### config.mk
export PLATFORM = sky130hd
export DESIGN_NAME = warp_coalescer
export DESIGN_NICKNAME = d
export VERILOG_FILES = /design/src/rtl/coal_pkg.sv /design/src/rtl/coal_first_lane.sv /design/src/rtl/coal_seg_match.sv /design/src/rtl/coal_align_check.sv /design/src/rtl/warp_coalescer.sv
export SDC_FILE = /design/constraint.sdc
export NUM_CORES = 2
export LEC_CHECK = 0
export ABC_AREA = 1
export ABC_CLOCK_PERIOD_IN_PS = 9700
export BUFFER_PORTS_ARGS = -buffer_cell sky130_fd_sc_hd__buf_2
export CAP_MARGIN = 20
export CORE_AREA = 5 5 435 437
export CTS_CLUSTER_SIZE = 25
export DETAILED_ROUTE_END_ITERATION = 6
export DIE_AREA = 0 0 440 442
export SLEW_MARGIN = 20
export SYNTH_ARGS = -nofsm -noshare
export SYNTH_HDL_FRONTEND = slang
export SYNTH_SLANG_ARGS = --single-unit
### constraint.sdc
create_clock -name clk -period 9.7 [get_ports clk]
set_clock_uncertainty 0.05 [all_clocks]
set_input_delay 0.97 -clock clk [delete_from_list [all_inputs] [get_ports clk]]
set_output_delay 0.97 -clock clk [all_outputs]
set_load 0.03 [all_outputs]
### src/rtl/coal_pkg.sv
package coal_pkg;

    typedef enum logic [1:0] {
        ST_IDLE = 2'd0,
        ST_RUN  = 2'd1,
        ST_ERR  = 2'd2
    } coal_state_e;

    typedef enum logic {
        SZ_WORD = 1'b0,
        SZ_VEC  = 1'b1
    } coal_size_e;

    localparam int VEC_BYTES = 16;
    localparam int VEC_OFF_W = $clog2(VEC_BYTES);

    function automatic logic [31:0] low_ones(input int bits);
        logic [31:0] m;
        m = '0;
        for (int i = 0; i < 32; i++) begin
            if (i < bits) m[i] = 1'b1;
        end
        return m;
    endfunction

endpackage

### src/rtl/coal_first_lane.sv
module coal_first_lane #(
    parameter int LANES = 32,
    localparam int IDX_W = $clog2(LANES)
) (
    input  logic [LANES-1:0] lanes,
    output logic [IDX_W-1:0] idx,
    output logic             any
);
    always_comb begin
        idx = '0;
        any = |lanes;
        for (int i = LANES - 1; i >= 0; i--) begin
            if (lanes[i]) idx = IDX_W'(i);
        end
    end
endmodule

### src/rtl/coal_seg_match.sv
module coal_seg_match #(
    parameter int LANES  = 32,
    parameter int ADDR_W = 32,
    parameter int OFF_W  = 7
) (
    input  logic [LANES*ADDR_W-1:0] addrs,
    input  logic [LANES-1:0]        pending,
    input  logic [ADDR_W-1:0]       seg_base,
    output logic [LANES-1:0]        hit
);
    localparam logic [ADDR_W-1:0] SEG_KEEP = ~ADDR_W'(coal_pkg::low_ones(OFF_W));

    for (genvar g = 0; g < LANES; g++) begin : g_lane
        logic [ADDR_W-1:0] lane_seg;
        assign lane_seg = addrs[g*ADDR_W +: ADDR_W] & SEG_KEEP;
        assign hit[g]   = pending[g] && (lane_seg == seg_base);
    end
endmodule

### src/rtl/coal_align_check.sv
module coal_align_check #(
    parameter int LANES = 32
) (
    input  logic [LANES*coal_pkg::VEC_OFF_W-1:0] low_bits,
    input  logic [LANES-1:0]                     active,
    input  logic                                 vec_mode,
    output logic                                 bad
);
    localparam int W = coal_pkg::VEC_OFF_W;
    logic [LANES-1:0] lane_bad;

    for (genvar g = 0; g < LANES; g++) begin : g_lane
        assign lane_bad[g] = active[g] && (low_bits[g*W +: W] != '0);
    end

    assign bad = vec_mode && (|lane_bad);
endmodule

### src/rtl/warp_coalescer.sv
module warp_coalescer #(
    parameter int LANES     = 32,
    parameter int ADDR_W    = 32,
    parameter int SEG_BYTES = 128,
    localparam int OFF_W    = $clog2(SEG_BYTES),
    localparam int IDX_W    = $clog2(LANES),
    localparam int VW       = coal_pkg::VEC_OFF_W
) (
    input  logic                    clk,
    input  logic                    rst,
    input  logic                    req_valid,
    output logic                    req_ready,
    input  logic [LANES*ADDR_W-1:0] req_addr,
    input  logic [LANES-1:0]        req_mask,
    input  logic                    req_vec,
    output logic                    txn_valid,
    input  logic                    txn_ready,
    output logic [ADDR_W-1:0]       txn_base,
    output logic [LANES-1:0]        txn_lanes,
    output logic                    done,
    output logic                    misalign
);
    import coal_pkg::*;

    localparam logic [ADDR_W-1:0] SEG_KEEP = ~ADDR_W'(low_ones(OFF_W));

    coal_state_e             state_q;
    logic [LANES*ADDR_W-1:0] addr_q;
    logic [LANES-1:0]        pend_q;

    logic [LANES*VW-1:0]     req_low;
    logic                    req_bad;
    logic [IDX_W-1:0]        lead_idx;
    logic                    lead_any;
    logic [ADDR_W-1:0]       lead_seg;
    logic [LANES-1:0]        seg_hit;
    logic                    accept;
    logic                    fire;

    for (genvar g = 0; g < LANES; g++) begin : g_low
        assign req_low[g*VW +: VW] = req_addr[g*ADDR_W +: VW];
    end

    coal_align_check #(.LANES(LANES)) u_align (
        .low_bits (req_low),
        .active   (req_mask),
        .vec_mode (req_vec == SZ_VEC),
        .bad      (req_bad)
    );

    coal_first_lane #(.LANES(LANES)) u_first (
        .lanes (pend_q),
        .idx   (lead_idx),
        .any   (lead_any)
    );

    assign lead_seg = addr_q[lead_idx*ADDR_W +: ADDR_W] & SEG_KEEP;

    coal_seg_match #(.LANES(LANES), .ADDR_W(ADDR_W), .OFF_W(OFF_W)) u_match (
        .addrs    (addr_q),
        .pending  (pend_q),
        .seg_base (lead_seg),
        .hit      (seg_hit)
    );

    assign req_ready = (state_q == ST_IDLE);
    assign accept    = req_valid && req_ready;
    assign txn_valid = (state_q == ST_RUN) && lead_any;
    assign txn_base  = lead_seg;
    assign txn_lanes = seg_hit;
    assign fire      = txn_valid && txn_ready;
    assign done      = ((state_q == ST_RUN) && !lead_any) || (state_q == ST_ERR);
    assign misalign  = (state_q == ST_ERR);

    always_ff @(posedge clk) begin
        if (rst) begin
            state_q <= ST_IDLE;
            pend_q  <= '0;
            addr_q  <= '0;
        end else begin
            unique case (state_q)
                ST_IDLE: if (accept) begin
                    addr_q  <= req_addr;
                    pend_q  <= req_bad ? '0 : req_mask;
                    state_q <= req_bad ? ST_ERR : ST_RUN;
                end
                ST_RUN: begin
                    if (fire)           pend_q  <= pend_q & ~seg_hit;
                    else if (!lead_any) state_q <= ST_IDLE;
                end
                default: state_q <= ST_IDLE;
            endcase
        end
    end

    // Checks guarding the issue path
    logic [LANES-1:0] low_served;
    logic [LANES-1:0] below_low;
    assign low_served = txn_lanes & (~txn_lanes + 1'b1);
    assign below_low  = low_served - 1'b1;

    a_r2_base_aligned: assert property (@(posedge clk) disable iff (rst)
        txn_valid |-> (txn_base[OFF_W-1:0] == '0));

    a_r3_lanes_pending: assert property (@(posedge clk) disable iff (rst)
        txn_valid |-> (txn_lanes != '0) && ((txn_lanes & ~pend_q) == '0));

    a_r4_no_lower_skipped: assert property (@(posedge clk) disable iff (rst)
        txn_valid |-> ((pend_q & below_low) == '0));

    a_r10_hold_stalled: assert property (@(posedge clk) disable iff (rst)
        txn_valid && !txn_ready |=> txn_valid && $stable(txn_base) && $stable(txn_lanes));

    a_r8_error_quiet: assert property (@(posedge clk) disable iff (rst)
        misalign |-> done && !txn_valid);

    a_r11_done_single: assert property (@(posedge clk) disable iff (rst)
        done |=> !done);

    a_r11_done_apart: assert property (@(posedge clk) disable iff (rst)
        done |-> !txn_valid && !req_ready);

    a_r1_idle_quiet: assert property (@(posedge clk) disable iff (rst)
        req_ready |-> !txn_valid && !done);

endmodule

==> results.md <==
- First-pass GRT wire length: 445000 microns
- GP Congestion: 0.975
- Area of the die: 194000 sq um
- DR WL/cell: 27.1 microns
- Remaining global-route overflow: 0
- Io pins: 1129
- Share of cells above drive strength 1: 15.2%
- # rows: 158
- Achievable Freq: 107 MHz
- WP data required: 8.68 ns
- CP startpoint kind: register
- DP Worst Slack: 1.09 ns
- Final setup vio count: 0
- Vias in the first global route: 59100
- Critical path's slowest cell: nand2_8
- All-Layer GR Usage: 31.5%
- Post-synthesis cell type count: 34
- Initial Util: 28.3%
- Outcome: completed
- Clock slew at reported path FFs: 0.06 ns
- Initial antenna violation count: 84
- Comb pwr share: 52.6%
- Crit-path most repeated cell: nand2_1
- H-tree depth: 3
- Total Neg Setup Slack: 0 ns
- Hpwl dp: 249000 microns
- Die width: 440 microns
- Routed vias/inst: 5.43
- CP Capture Type: output port
- Mapped Area: 52200 sq um
- Max-cap violation count: 0
- RSZ-0062 raised after global routing: false
- Internal: 8.48 mW
- Setup ws final: 0.383 ns
- Max-slew violations: 0
- Seq/Total Area, Yosys: 32.0%
- Crit path DAT: 8.30 ns
- Fin crit period: 9.32 ns
- Reg power frac: 23.0%
- Max_slew headroom: 18.2%
- Final hold vios: 0
- Yosys reg bits: 834
- Layout area overhead: 19.5%
- CTS tree: yes
- Drt pass-1 iters: 6
- Initial DRC count: 8377
- Sw frac: 51.0%
- Crit path kind: reg2out
- Core area: 185000 sq um
- Syn Inst Count: 8759
- Ratio of final minimum period to clock period: 96.1%
- Most common library cell in the layout ignoring fill and taps: nand2_1
- Min-Delay Path Class: in2reg
- Pin slew with the least headroom to its limit: 1.21 ns
- Die height: 442 microns
- Routed WL: 324000 microns
- Async set or reset register ratio after synthesis: 0%
- Leak Pwr: 28.5 nW
- Number of synthesized flops with an enable pin: 0
- Most used DFF post-synth: dfxtp_1
- Clock sinks: 834
- Root buffer cell: clkbuf_16
- Cts bufs inserted: 104
- Vias: 64900
- Post-layout net count: 10400
- Largest net degree at the start of global routing: 249
- Synthesized area per cell: 5.96 sq um
- Antenna-violating nets left: 0
- Most frequent cells in the layout: nand2_1, nand3_1, buf_2
- Largest fanout on the critical path: 76
- P_sw: 8.82 mW
- VDD IR max: 0.146 mV
- Max clock buf depth: 3
- Synth warnings: 0
- Clk_lat worst skew: 0.78 ns
- Post-route DRC: 0
- Crit path largest cell delay: 0.45 ns
- Port Buffer Count: 1025
- Clock share of power: 24.4%
- Pwr per Cell Area: 277 nW/um^2
## metrics by stage
step	util, %	instances	hold WS (ns)	total power, mW	cell area, sq um
final	33.8	12000	0.409	17.3	62400
after detailed placement	31.7	11700	0.425	12.9	58600
after global routing	33.7	11900	0.392	18.1	62300
after CTS	33.7	11900	0.362	17.2	62200
after floorplan	-	8765	0.405	9.47	52200
after global placement	31.7	11700	0.417	12.9	58600
## cell families (layout without fill, tap and decap cells)
logic type / after synthesis / after routing / share of synthesized area, %
flops: 834 / 834 / 32.0
simple gates: 4553 / 4553 / 37.1
compound gates: 1855 / 1855 / 18.5
buf+inv: 1516 / 2180 / 12.4
other cells: 1 / 60 / 0.00719
## synthesized netlist by cell type (29+ instances only)
| master | n | area [sq um] |
|---|---|---|
| nand3_1 | 1539 | 7700 |
| a31oi_1 | 32 | 200 |
| nand2_1 | 2287 | 8580 |
| o211ai_1 | 71 | 533 |
| nand3b_1 | 34 | 255 |
| buf_2 | 187 | 936 |
| o21ai_0 | 856 | 4280 |
| o41ai_1 | 31 | 272 |
| dfxtp_1 | 834 | 16700 |
| o21ai_1 | 29 | 145 |
| nor2_1 | 634 | 2380 |
| clkbuf_1 | 356 | 1340 |
| a21oi_1 | 830 | 4150 |
| buf_4 | 103 | 773 |
| inv_1 | 813 | 3050 |
## routing by layer
| layer | wire (microns) | up-vias | GRT usage, % |
|---|---|---|---|
| li1 | - | 29900 | - |
| met1 | 130000 | 31100 | 40.5 |
| met2 | 144000 | 3326 | 49.0 |
| met3 | 25700 | 619 | 4.87 |
| met4 | 24000 | 24 | 20.6 |
| met5 | 143 | - | 0 |
## what timing repair did
action / 4_1_cts / 5_1_grt
buffers inserted: 0 / 0
endpoints found under the setup margin: 0 / 19
endpoints found under the hold margin: 0 / 0
hold buffers: 0 / 0
resized for setup: 0 / 3
## final timing paths
kind                start       endpoint  slack (ns)  cells after the start
max            pend_q[30]  txn_lanes[18]        0.38                     50
min          req_addr[20]     addr_q[20]        0.41                      3
max reg2reg    pend_q[31]     pend_q[18]        2.24                     49
min reg2reg    addr_q[55]     addr_q[55]        0.43                      2
## power by group through the flow
stage / registers (mW) / clock network (mW) / logic [mW]
floorplan: 3.98 / 0 / 5.48
global placement: 4.04 / 0 / 8.85
detailed placement: 4.05 / 0 / 8.89
CTS: 3.98 / 4.26 / 8.92
global route: 4.02 / 4.39 / 9.73
finish: 3.98 / 4.22 / 9.09
## worst max-delay path: cells and delay by family, from the launching register on
| kind | cells | cell delay, ns |
|---|---|---|
| buffers and inverters | 6 | 1.76 |
| flip-flops | 1 | 0.36 |
| AND/OR/NAND/NOR | 44 | 5.25 |
## cell type report
type / count / area, sq um
diodes: 53 / 133
clock buffers: 154 / 3170
clock inverters: 37 / 450
fillers: 20600 / 122000
inverters: 822 / 3110
multi-input cells: 6415 / 29200
flip-flops and latches: 834 / 16700
well taps: 2480 / 3100
repair buffers: 1167 / 6460
## flip-flops by register name, summed over array words and instances, names as in the netlist
name     flops
addr_q     800
pend_q      32
state_q      2
Power figures use the tool's default switching activity.
